**config.mk**
```make
export PLATFORM = sky130hd
export DESIGN_NAME = alu16_core
export DESIGN_NICKNAME = d
export VERILOG_FILES = /design/src/rtl/alu16_pkg.sv /design/src/rtl/alu16_operand.sv /design/src/rtl/alu16_arith.sv /design/src/rtl/alu16_shift.sv /design/src/rtl/alu16_core.sv
export SDC_FILE = /design/constraint.sdc
export NUM_CORES = 1
export LEC_CHECK = 0
export ABC_AREA = 1
export BUFFER_PORTS_ARGS = -buffer_cell sky130_fd_sc_hd__buf_2
export CAP_MARGIN = 5
export CORE_ASPECT_RATIO = 0.9
export CORE_MARGIN = 1
export CORE_UTILIZATION = 32
export DETAILED_ROUTE_END_ITERATION = 16
export PLACE_DENSITY = 0.57
export SYNTH_ARGS = -nofsm -noshare
export SYNTH_HDL_FRONTEND = slang
export SYNTH_SLANG_ARGS = --single-unit
```
**constraint.sdc**
```tcl
create_clock -name vclk -period 38.5
set_input_delay 7.7 -clock vclk [all_inputs]
set_output_delay 7.7 -clock vclk [all_outputs]
set_load 0.02 [all_outputs]
```
**src/rtl/alu16_pkg.sv**
```systemverilog
package alu16_pkg;

    localparam int DATA_W  = 16;
    localparam int SHAMT_W = $clog2(DATA_W);

    typedef enum logic [3:0] {
        OP_ADD     = 4'd0,
        OP_SUB     = 4'd1,
        OP_MUL     = 4'd2,
        OP_DIV     = 4'd3,
        OP_AND     = 4'd4,
        OP_OR      = 4'd5,
        OP_XOR     = 4'd6,
        OP_PASS    = 4'd7,
        OP_SL_ZERO = 4'd8,
        OP_SL_ONE  = 4'd9,
        OP_SL_EDGE = 4'd10,
        OP_SL_ROT  = 4'd11,
        OP_SR_ZERO = 4'd12,
        OP_SR_ONE  = 4'd13,
        OP_SR_EDGE = 4'd14,
        OP_SR_ROT  = 4'd15
    } alu_op_e;

    typedef enum logic [1:0] {
        FILL_ZERO = 2'd0,
        FILL_ONE  = 2'd1,
        FILL_EDGE = 2'd2,
        FILL_ROT  = 2'd3
    } fill_e;

    typedef enum logic [1:0] {
        ASRC_REG = 2'd0,
        ASRC_MEM = 2'd1,
        ASRC_IMM = 2'd2,
        ASRC_PC  = 2'd3
    } asrc_e;

    typedef enum logic [1:0] {
        BSRC_REG  = 2'd0,
        BSRC_INV  = 2'd1,
        BSRC_PC   = 2'd2,
        BSRC_RSVD = 2'd3
    } bsrc_e;

    typedef enum logic [1:0] {
        CIN_ZERO  = 2'd0,
        CIN_ONE   = 2'd1,
        CIN_FLAG  = 2'd2,
        CIN_NFLAG = 2'd3
    } cin_e;

    typedef struct packed {
        logic [DATA_W-1:0] value;
        logic              carry;
    } alu_res_t;

    function automatic logic pick_cin(cin_e sel, logic flag);
        logic c;
        case (sel)
            CIN_ZERO:  c = 1'b0;
            CIN_ONE:   c = 1'b1;
            CIN_FLAG:  c = flag;
            default:   c = ~flag;
        endcase
        return c;
    endfunction

endpackage

```
**src/rtl/alu16_operand.sv**
```systemverilog
module alu16_operand
    import alu16_pkg::*;
#(
    parameter int W = DATA_W
) (
    input  logic [1:0]   a_sel,
    input  logic [1:0]   b_sel,
    input  logic [1:0]   c_sel,
    input  logic         flag_c,
    input  logic [W-1:0] rs_a,
    input  logic [W-1:0] rs_b,
    input  logic [W-1:0] mem_data,
    input  logic [W-1:0] imm_val,
    input  logic [W-1:0] pc_val,
    output logic [W-1:0] op_a,
    output logic [W-1:0] op_b,
    output logic         cin
);

    always_comb begin
        case (asrc_e'(a_sel))
            ASRC_REG: op_a = rs_a;
            ASRC_MEM: op_a = mem_data;
            ASRC_IMM: op_a = imm_val;
            default:  op_a = pc_val;
        endcase
    end

    always_comb begin
        case (bsrc_e'(b_sel))
            BSRC_REG: op_b = rs_b;
            BSRC_INV: op_b = ~rs_b;
            BSRC_PC:  op_b = pc_val;
            default:  op_b = '0;
        endcase
    end

    assign cin = pick_cin(cin_e'(c_sel), flag_c);

endmodule

```
**src/rtl/alu16_arith.sv**
```systemverilog
module alu16_arith #(
    parameter int W = 16
) (
    input  logic [2:0]   op_lo,
    input  logic [W-1:0] op_a,
    input  logic [W-1:0] op_b,
    input  logic         cin,
    output logic [W-1:0] res,
    output logic         carry
);

    localparam int PW = 2 * W;

    logic [W:0]    sum_ext;
    logic [W:0]    dif_ext;
    logic [PW-1:0] prod;
    logic [W-1:0]  quot;
    logic          div_zero;

    always_comb begin
        sum_ext  = {1'b0, op_a} + {1'b0, op_b} + {{W{1'b0}}, cin};
        dif_ext  = {1'b0, op_a} - {1'b0, op_b} - {{W{1'b0}}, cin};
        prod     = {{W{1'b0}}, op_a} * {{W{1'b0}}, op_b};
        div_zero = (op_b == '0);
        quot     = div_zero ? '1 : (op_a / op_b);
    end

    always_comb begin
        carry = 1'b0;
        case (op_lo)
            3'd0: begin res = sum_ext[W-1:0]; carry = sum_ext[W]; end
            3'd1: begin res = dif_ext[W-1:0]; carry = dif_ext[W]; end
            3'd2: begin res = prod[W-1:0];    carry = |prod[PW-1:W]; end
            3'd3: begin res = quot;           carry = div_zero; end
            3'd4: res = op_a & op_b;
            3'd5: res = op_a | op_b;
            3'd6: res = op_a ^ op_b;
            default: res = op_a;
        endcase
    end

endmodule

```
**src/rtl/alu16_shift.sv**
```systemverilog
module alu16_shift #(
    parameter int W    = 16,
    parameter bit LEFT = 1'b1
) (
    input  logic [W-1:0] op_a,
    input  logic [W-1:0] amount,
    input  logic [1:0]   fill,
    output logic [W-1:0] res
);

    localparam int SW = $clog2(W);
    localparam logic [SW:0] W_L = SW'(0) + (SW+1)'(W);

    logic          sat;
    logic [SW-1:0] n;
    logic          edge_bit;
    logic          fill_bit;
    logic [W-1:0]  moved;
    logic [W-1:0]  vacated;
    logic [W-1:0]  rotated;

    assign sat = |amount[W-1:SW];
    assign n   = amount[SW-1:0];

    generate
        if (LEFT) begin : g_left
            assign edge_bit = op_a[0];
            assign moved    = sat ? '0 : (op_a << n);
            assign vacated  = sat ? '1 : ~({W{1'b1}} << n);
            assign rotated  = (op_a << n) | (op_a >> (W_L - {1'b0, n}));
        end else begin : g_right
            assign edge_bit = op_a[W-1];
            assign moved    = sat ? '0 : (op_a >> n);
            assign vacated  = sat ? '1 : ~({W{1'b1}} >> n);
            assign rotated  = (op_a >> n) | (op_a << (W_L - {1'b0, n}));
        end
    endgenerate

    always_comb begin
        case (fill)
            2'd0:    fill_bit = 1'b0;
            2'd1:    fill_bit = 1'b1;
            default: fill_bit = edge_bit;
        endcase
        if (fill == 2'd3) res = rotated;
        else              res = (moved & ~vacated) | ({W{fill_bit}} & vacated);
    end

endmodule

```
**src/rtl/alu16_core.sv**
```systemverilog
module alu16_core
    import alu16_pkg::*;
(
    input  logic [3:0]        op_code,
    input  logic [1:0]        src_a_sel,
    input  logic [1:0]        src_b_sel,
    input  logic [1:0]        cin_sel,
    input  logic              flag_c,
    input  logic [DATA_W-1:0] rs_a,
    input  logic [DATA_W-1:0] rs_b,
    input  logic [DATA_W-1:0] mem_data,
    input  logic [DATA_W-1:0] imm_val,
    input  logic [DATA_W-1:0] pc_val,
    output logic [DATA_W-1:0] alu_result,
    output logic              flag_z_next,
    output logic              flag_c_next
);

    logic [DATA_W-1:0] op_a;
    logic [DATA_W-1:0] op_b;
    logic              cin;
    alu_res_t          arith_out;
    alu_res_t          final_out;
    logic [DATA_W-1:0] shl_res;
    logic [DATA_W-1:0] shr_res;

    alu16_operand #(.W(DATA_W)) u_operand (
        .a_sel    (src_a_sel),
        .b_sel    (src_b_sel),
        .c_sel    (cin_sel),
        .flag_c   (flag_c),
        .rs_a     (rs_a),
        .rs_b     (rs_b),
        .mem_data (mem_data),
        .imm_val  (imm_val),
        .pc_val   (pc_val),
        .op_a     (op_a),
        .op_b     (op_b),
        .cin      (cin)
    );

    alu16_arith #(.W(DATA_W)) u_arith (
        .op_lo (op_code[2:0]),
        .op_a  (op_a),
        .op_b  (op_b),
        .cin   (cin),
        .res   (arith_out.value),
        .carry (arith_out.carry)
    );

    alu16_shift #(.W(DATA_W), .LEFT(1'b1)) u_shl (
        .op_a   (op_a),
        .amount (op_b),
        .fill   (op_code[1:0]),
        .res    (shl_res)
    );

    alu16_shift #(.W(DATA_W), .LEFT(1'b0)) u_shr (
        .op_a   (op_a),
        .amount (op_b),
        .fill   (op_code[1:0]),
        .res    (shr_res)
    );

    always_comb begin
        if (op_code[3]) begin
            final_out.value = op_code[2] ? shr_res : shl_res;
            final_out.carry = 1'b0;
        end else begin
            final_out = arith_out;
        end
    end

    assign alu_result  = final_out.value;
    assign flag_c_next = final_out.carry;
    assign flag_z_next = (final_out.value == '0);

endmodule

```
==> results.json <==
{
  "status": "complete, but fails checks",
  "violations": "negative setup slack",
  "synth_cells": 3304,
  "core_mm2": 0.0643,
  "nFlopsAndLatches": 0,
  "path_class": "in -> out",
  "synth.most_common_cell": "nand2_1",
  "yosys_warnings": 0,
  "dp_hpwl_um": 67500,
  "synth_area_leaders": "fa_1 19%, ha_1 19%, nand2_1 13%, inv_1 9.8%, nor2_1 5.8%",
  "drt_iter0_markers": 2100,
  "cts.hold.buffers_added": 0,
  "fin_ws_ns": -1.49,
  "area_growth_pct": 34.2,
  "grt_overflow_total": 0,
  "grt_max_degree": 39,
  "max_stage_delay_ns": 0.33,
  "antenna_found_initial": 2,
  "seq_area_um2": 0,
  "maxClockFrequency_mhz": 25.0,
  "worst_ep_required_time_ns": 30.80,
  "yosysTopAreaCellShare_pct": 19.0,
  "drtAntennaViolNets": 0,
  "drive_gt1_share_pct": 27.0,
  "setup_viol_count_final": 2,
  "cp.arrival_ns": 32.29,
  "pre_cts_ws_ns": -2.10,
  "end_kind": "output pin",
  "portBuffers": 109,
  "drv_slew": 0,
  "fin_area_mm2": 0.0280,
  "post_dp_cell_area_mm2": 0.0256,
  "nClkBuffers": 0,
  "worstHoldPathType": "in -> out",
  "p_total_mw": 1.82,
  "die_area_mm2": 0.0662,
  "drt_first_pass_iters": 6,
  "fin_nets": 4550,
  "worstPathMaxFanout": 7,
  "start_kind": "primary input",
  "grt_usage_pct": 26.6,
  "place.gp.congestion": 0.948,
  "path_common_cell": "nand2_1",
  "worst_path_max_delay_cell": "ha_1",
  "fin_crit_sh_pct": 104,
  "vias": 24900,
  "ys_seq_area_share_pct": 0,
  "slew_headroom_pct": 32.0,
  "pin_count": 109,
  "vdd_ir_drop_max_uv": 89.7,
  "rsz0062_at_grt": "yes",
  "worst_hold_slack_ns": 16.12,
  "ys_types": 65,
  "syn-mean-instance-area_um2": 6.31,
  "viasPerCell": 5.18,
  "wl_per_cell_um": 18.8,
  "post-route-drc-count": 0,
  "syn_area_mm2": 0.0209,
  "fin_crit_ns": 39.99,
  "cap_violations": 0,
  "die_h_um": 244,
  "synth_top_area_cell": "fa_1",
  "floorplan.initialDensity_pct": 32.4,
  "syn_nets": 3902,
  "grt_pass1_wl_um": 138000,
  "fp-row-count": 88,
  "grt_pass1_vias": 24200,
  "hold_viol_final": 0,
  "synth_common_cells": "747 x nand2_1, 547 x inv_1, 322 x nor2_1",
  "p_leak_nw": 14.9,
  "die_w_um": 271,
  "wirelength_um": 90500,
  "worst_pin_slew_ns": 1.02,
  "pwr_density_cell_mw_per_mm2": 65.0
}
[per-stage QoR]
step           util, %  setup TNS [ns]  std cells
6_report          43.5           -2.79       4806
5_1_grt           43.5           -8.26       4806
4_1_cts           42.1           -1.62       4769
3_5_place_dp      39.8           -4.48       4609
3_3_place_gp      39.8           -2.54       4609
2_1_floorplan        -           -1.39       3304
[layer usage]
| layer | vias to the layer above | GRT usage [%] | share of wire (%) |
|---|---|---|---|
| met3 | 192 | 3.66 | 8.7 |
| met4 | 0 | 8.42 | 3.9 |
| met5 | - | 0 | 0 |
| met1 | 11600 | 36.4 | 44 |
| li1 | 12000 | - | - |
| met2 | 1114 | 43.0 | 44 |
[placed cells by master, fill, tap and decap left out, types with 27 or more instances in the layout]
cell,instances
o21ai_1,83
or2_2,36
a21oi_1,150
nand2_1,666
fa_1,198
xor2_1,53
o21ai_0,161
buf_4,633
ha_1,295
o21ai_2,48
nand2_2,79
inv_2,33
o211ai_1,27
xnor2_1,32
nor2_1,312
buf_2,102
nand3_1,152
inv_1,533
[power by group]
part | switching (mW) | internal [mW]
logic | 1.05 | 0.766
registers | 0 | 0
clock network | 0 | 0.00000000347
[timing repair]
item | CTS | global route
setup buffers | 159 | 39
pin swaps | 129 | 177
gates cloned | 1 | 1
resized for setup | 76 | 153
setup endpoints to repair | 3 | 4
[critical path: cells and delay by family]
| kind | cells | cell delay (ns) |
|---|---|---|
| AO/OA/AOI/OAI | 51 | 6.12 |
| buffers and inverters | 54 | 6.24 |
| AND/OR/NAND/NOR | 104 | 8.11 |
| adder cells (fa/ha/maj) | 14 | 4.03 |
[layout make-up]
class | count | area (µm²)
fill | 6739 | 36300
multi-input combinational | 2614 | 19200
timing repair buffer | 753 | 5530
inverter | 583 | 2220
tap | 855 | 1070
antenna | 1 | 2.50
[worst paths after layout]
kind,from,to,cells past startpoint
min,op_code[3],alu_result[8],4
max,rs_b[0],flag_z_next,223
[kinds of logic after synthesis]
group | synth area share, %
adder cells (fa/ha/maj) | 37.6
multiplexers | 0.0480
AO/OA/AOI/OAI | 17.8
AND/OR/NAND/NOR | 28.0
buffers and inverters | 12.8
XOR/XNOR | 3.74
Note: power is estimated with default switching activity, not from simulation.
